<file path="src/rtl/rpc_pkg.sv">
package rpc_pkg;

    localparam int LFSR_W = 32;
    localparam logic [LFSR_W-1:0] LFSR_MASK = 32'h8020_0003;

    typedef logic [LFSR_W-1:0] lfsr_t;

    // Status of the period counter, shared by all phase slots
    typedef struct packed {
        logic run;   // counter active this cycle
        logic wrap;  // last position of an active period: safe window
    } period_ev_t;

    function automatic lfsr_t lfsr_step(input lfsr_t s);
        return (s >> 1) ^ (s[0] ? LFSR_MASK : '0);
    endfunction

    function automatic lfsr_t seed_fix(input lfsr_t s, input lfsr_t dflt);
        return (s == '0) ? dflt : s;
    endfunction

endpackage

</file>
<file path="src/rtl/rpc_period_ctr.sv">
module rpc_period_ctr
    import rpc_pkg::*;
#(
    parameter int PERIOD = 24,
    localparam int CW = $clog2(PERIOD)
) (
    input  logic          clk,
    input  logic          rst,
    input  logic          enable,
    output logic [CW-1:0] pos,
    output period_ev_t    ev
);

    localparam logic [CW-1:0] LAST = CW'(PERIOD - 1);

    logic          run_q;
    logic [CW-1:0] pos_q;

    always_ff @(posedge clk) begin
        if (rst) begin
            run_q <= 1'b0;
            pos_q <= '0;
        end else begin
            run_q <= enable;
            if (!run_q || pos_q == LAST)
                pos_q <= '0;
            else
                pos_q <= pos_q + 1'b1;
        end
    end

    always_comb begin
        ev.run  = run_q;
        ev.wrap = run_q && (pos_q == LAST);
    end

    assign pos = pos_q;

endmodule

</file>
<file path="src/rtl/rpc_lfsr.sv">
module rpc_lfsr
    import rpc_pkg::*;
#(
    parameter lfsr_t SEED_DEF = 32'hACE1_2469
) (
    input  logic  clk,
    input  logic  rst,
    input  logic  load,
    input  lfsr_t seed,
    input  logic  advance,
    output lfsr_t state
);

    lfsr_t st_q;

    always_ff @(posedge clk) begin
        if (rst)
            st_q <= SEED_DEF;
        else if (load)
            st_q <= seed_fix(seed, SEED_DEF);
        else if (advance)
            st_q <= lfsr_step(st_q);
    end

    assign state = st_q;

endmodule

</file>
<file path="src/rtl/rpc_phase_slot.sv">
module rpc_phase_slot
    import rpc_pkg::*;
#(
    parameter int SELW = 4,
    parameter int CW   = 5,
    parameter int STEP = 1
) (
    input  logic            clk,
    input  logic            rst,
    input  period_ev_t      ev,
    input  logic [CW-1:0]   pos,
    input  logic [SELW-1:0] draw,
    output logic [SELW-1:0] sel,
    output logic            strobe
);

    logic [SELW-1:0] sel_q;
    logic [CW-1:0]   off;

    // Selection may only move in the safe window at the end of a period
    always_ff @(posedge clk) begin
        if (rst)
            sel_q <= '0;
        else if (ev.wrap)
            sel_q <= draw;
    end

    always_comb begin
        off    = CW'(int'(sel_q) * STEP);
        strobe = ev.run && (pos == off);
    end

    assign sel = sel_q;

endmodule

</file>
<file path="src/rtl/rpc_strobe_gen.sv">
module rpc_strobe_gen
    import rpc_pkg::*;
#(
    parameter int    NUM_OUT  = 8,
    parameter int    N_PHASES = 16,
    parameter int    STEP     = 1,
    parameter int    PERIOD   = 24,
    parameter lfsr_t SEED_DEF = 32'hACE1_2469,
    localparam int   SELW     = $clog2(N_PHASES),
    localparam int   CW       = $clog2(PERIOD)
) (
    input  logic                     clk_fast,
    input  logic                     rst,
    input  logic                     enable,
    input  logic                     seed_load,
    input  logic [31:0]              seed_val,
    output logic [NUM_OUT-1:0]       strobe,
    output logic [NUM_OUT*SELW-1:0]  phase_sel
);

    // Parameter sanity, checked at elaboration
    if ((1 << SELW) != N_PHASES) begin : g_bad_phases
        $error("N_PHASES must be a power of two");
    end
    if (NUM_OUT * SELW > LFSR_W) begin : g_bad_width
        $error("NUM_OUT*SELW exceeds the LFSR width");
    end
    if ((N_PHASES - 1) * STEP > PERIOD - 2) begin : g_bad_period
        $error("PERIOD must exceed the largest lag plus one strobe");
    end

    period_ev_t    pev;
    logic [CW-1:0] pos_q;
    lfsr_t         lfsr_q;
    logic          run_w;

    rpc_period_ctr #(.PERIOD(PERIOD)) u_ctr (
        .clk    (clk_fast),
        .rst    (rst),
        .enable (enable),
        .pos    (pos_q),
        .ev     (pev)
    );

    rpc_lfsr #(.SEED_DEF(SEED_DEF)) u_lfsr (
        .clk     (clk_fast),
        .rst     (rst),
        .load    (seed_load),
        .seed    (seed_val),
        .advance (pev.wrap),
        .state   (lfsr_q)
    );

    for (genvar i = 0; i < NUM_OUT; i++) begin : g_slot
        rpc_phase_slot #(
            .SELW (SELW),
            .CW   (CW),
            .STEP (STEP)
        ) u_slot (
            .clk    (clk_fast),
            .rst    (rst),
            .ev     (pev),
            .pos    (pos_q),
            .draw   (lfsr_q[i*SELW +: SELW]),
            .sel    (phase_sel[i*SELW +: SELW]),
            .strobe (strobe[i])
        );
    end

    assign run_w = pev.run;

endmodule

</file>
<file path="config.mk">
export PLATFORM = sky130hd
export DESIGN_NAME = rpc_strobe_gen
export DESIGN_NICKNAME = d
export VERILOG_FILES = /design/src/rtl/rpc_pkg.sv /design/src/rtl/rpc_period_ctr.sv /design/src/rtl/rpc_lfsr.sv /design/src/rtl/rpc_phase_slot.sv /design/src/rtl/rpc_strobe_gen.sv
export SDC_FILE = /design/constraint.sdc
export NUM_CORES = 1
export LEC_CHECK = 0
export BUFFER_PORTS_ARGS = -buffer_cell sky130_fd_sc_hd__clkbuf_2
export CORE_MARGIN = 4
export CORE_UTILIZATION = 36
export CTS_BUF_LIST = sky130_fd_sc_hd__clkbuf_16
export DETAILED_ROUTE_END_ITERATION = 16
export HOLD_SLACK_MARGIN = 0.05
export PLACE_DENSITY = 0.56
export RECOVER_POWER = 25
export SLEW_MARGIN = 10
export SYNTH_ARGS = -nofsm -noshare
export SYNTH_HDL_FRONTEND = slang
export SYNTH_SLANG_ARGS = --single-unit
</file>
<file path="constraint.sdc">
create_clock -name clk_fast -period 2.15 [get_ports clk_fast]
set_clock_uncertainty 0.2 [all_clocks]
set_input_delay 0.1075 -clock clk_fast [delete_from_list [all_inputs] [get_ports clk_fast]]
set_output_delay 0.1075 -clock clk_fast [all_outputs]
set_load 0.01 [all_outputs]
</file>
==> qor.txt <==
Outcome -> finished clean
Max Fclk -> 508 MHz
Ant. Diodes -> 0
Worst path required time -> 2.16 ns
Leak Pwr -> 1.63 nW
Synth Instances -> 377
Final hold vios -> 0
R2R cell count -> 6
DRT Wirelength -> 8.96 mm
Layout area overhead -> 31.0%
H-Tree Level Count -> 3
Initial DRC Count -> 169
Post-Synthesis Cell Area -> 3130 um2
Routability cong. -> 0.805
Die width -> 101 um
TritonCTS Buffers -> 9
Post-cts sizing count -> 0
Critical setup path kind -> register to register
Net Sw Frac -> 22.0%
ANT nets after route -> 0
Crit Path Max Fanout -> 41
Skew-Pair Late Insertion Delay -> 0.33 ns
Number of synthesis warnings -> 0
Flop pwr share -> 45.4%
Die area -> 10,200 um2
Io pins -> 76
Initial core utilization -> 37.5%
Fraction of layout cells with a size suffix above 1 -> 16.2%
GRT overflow -> 0
Port Buffers -> 75
Startpoint of the worst register-to-register path -> u_ctr.pos[0]
Register area -> 1400 um2
Final nets -> 507
Hold Crit Depth -> 4
Final setup viols -> 0
Worst path slowest cell -> or2_2
Pin count of the biggest net entering global routing -> 54
Crit path max-delay family -> simple AND/OR/NAND/NOR gates
Post-layout minimum cycle time -> 1.97 ns
Combinational share of power -> 8.2%
RSZ-0062 raised after global routing -> no
Power density over the cells -> 735 nW/um2
Multi-input gate area -> 1500 um2
Commonest non-fill, non-tap cell in the layout -> nand2_1
Netlist cell types -> 28
Setup_tns -> 0 ns
#FFs+latches synth -> 70
Gr usage total -> 18.4%
Vias in the first global route -> 2,860
Final period util -> 91.6%
Vias per inst -> 5.03
Core area -> 8340 um2
CTS max path bufs -> 2
Initial antenna violation count -> 0
Slew headroom -> 62.4%
First-pass GRT wire length -> 14.5 mm
Max-slew violations -> 0
Worst-Margin Slew -> 0.564 ns
Buf+Inv Stages, Crit Path -> 1
Post-synthesis sequential area ratio -> 44.8%
CP Cell Sequence -> ha_1 -> nand4b_1 -> or2_2 -> buf_4 -> a21oi_1 -> a2bb2oi_1
DR vias -> 2,919
Post-synth net total -> 414
Worst setup SP type -> register
MaxCap Viol Count -> 0
Hold path start -> seed_load
Critical path data arrival time -> 1.98 ns
Worst setup EP type -> register
DP HPWL -> 6.25 mm
Fill cells -> 832
R2R Setup Slk -> 0.18 ns
1st-pass router iterations -> 4
Worst Hold End -> u_lfsr.state[25]
Most frequent cells in the layout -> nand2_1 (87), dfxtp_1 (70), clkbuf_2 (50), a21oi_1 (47), dlygate4sd3_1 (34)
P_int -> 2.35 mW
Power share of the clock group -> 46.4%
Drc violations -> 0
R2R Path End -> u_lfsr.state[10]
Syn Area/Cell -> 8.29 um2
CTS tree -> done
Clk slew on worst S/H paths -> 0.06 ns
Switching Power -> 0.663 mW
Overall power -> 3.01 mW
Wirelength per Cell -> 15.5 um
# rows -> 33
Peak supply drop -> 0.000345 V
Max incr delay on CP -> 0.35 ns
CTS Sinks -> 70
Worst min path class -> input pin to register
Die Y -> 101 um
CTS root buf -> clkbuf_16
## cell usage after synthesis, drive strengths merged
master | count | area (um2)
dfxtp | 70 | 1400
nand2b | 1 | 6.26
nor2 | 23 | 86.3
nand2 | 87 | 327
a21oi | 47 | 235
xnor2 | 26 | 228
nor2b | 1 | 6.26
nor4 | 8 | 50.1
buf | 24 | 170
a2bb2oi | 14 | 123
nand3b | 1 | 7.51
or2 | 2 | 12.5
inv | 3 | 11.3
clkbuf | 13 | 48.8
a311oi | 17 | 149
nor3 | 10 | 50.1
ha | 1 | 12.5
o22ai | 1 | 6.26
nand4 | 2 | 12.5
nand4b | 1 | 8.76
o21ai | 1 | 8.76
nand3 | 12 | 60.1
xor2 | 12 | 105
## worst max-delay path by stage
| stage | startpoint | end | slack (ns) | cells after the start |
|---|---|---|---|---|
| final | u_ctr.pos[0] | u_lfsr.state[10] | 0.18 | 6 |
| after floorplan | u_ctr.pos[0] | u_lfsr.state[1] | 0.45 | 7 |
| after global placement | u_ctr.pos[0] | u_lfsr.state[10] | 0.26 | 6 |
| after CTS | u_ctr.pos[0] | u_lfsr.state[10] | 0.18 | 6 |
| after global routing | u_ctr.pos[0] | u_lfsr.state[20] | 0.01 | 6 |
| after detailed placement | u_ctr.pos[1] | u_lfsr.state[10] | 0.19 | 6 |
## cells by family (layout without fill, tap and decap cells)
family                     count (synthesis)  after routing  share of synthesized area (%)
and+or+nand+nor                          148            148                           20.1
AOI/OAI and AO/OA                         80             80                           16.7
DFF                                       70             70                           44.8
buffers and inverters                     40            138                           7.37
xor gates and xnor gates                  38             38                           10.6
adders and majority gates                  1              1                          0.400
## worst min-delay path: stages
cell      delay (ns)
clkbuf_2        0.11
inv_2           0.16
nor2_1          0.13
a311oi_1        0.05
## cell type report
cell class / instances / area share, %
Tap cell: 105 / 3.21
Sequential cell: 70 / 34.2
Clock inverter: 7 / 1.41
Multi-Input combinational cell: 267 / 36.5
Clock buffer: 9 / 5.50
Inverter: 3 / 0.275
Timing Repair Buffer: 119 / 18.9
## stage by stage
stage / setup WS [ns] / hold WS, ns / area, um2 / instances / utilization [%]
finish: 0.180 / 0.0826 / 4100 / 580 / 49.1
CTS: 0.184 / 0.0812 / 4130 / 580 / 49.5
floorplan: 0.449 / 0.0357 / 3130 / 377 / -
global route: 0.0106 / 0.130 / 4100 / 580 / 49.1
global placement: 0.255 / 0.121 / 3500 / 530 / 42.0
detailed placement: 0.195 / 0.128 / 3500 / 530 / 42.0
## power groups by stage
stage	clock network, mW	registers (mW)	logic (mW)
4_1_cts	1.41	1.37	0.247
2_1_floorplan	0	1.38	0.137
5_1_grt	1.48	1.37	0.273
3_3_place_gp	0	1.39	0.197
3_5_place_dp	0	1.39	0.198
6_report	1.40	1.37	0.247
## registers in the layout, summed over array words and instances, names as in the netlist
register           flops
g_slot.u_slot.sel     32
u_ctr.pos              5
u_lfsr.state          32
u_ctr.run_q            1
## repair_timing
item                      4_1_cts  5_1_grt
hold buffers                   34        0
hold endpoints to repair       33        0
setup buffers                   0        0
## routing by layer
metal	track usage (%)	vias up	wire, um
li1	-	1471	-
met1	24.9	1345	4240
met2	28.6	83	4100
met3	2.27	20	399
met4	9.51	0	226
met5	0	-	0
Note: power is estimated with default switching activity, not from simulation.
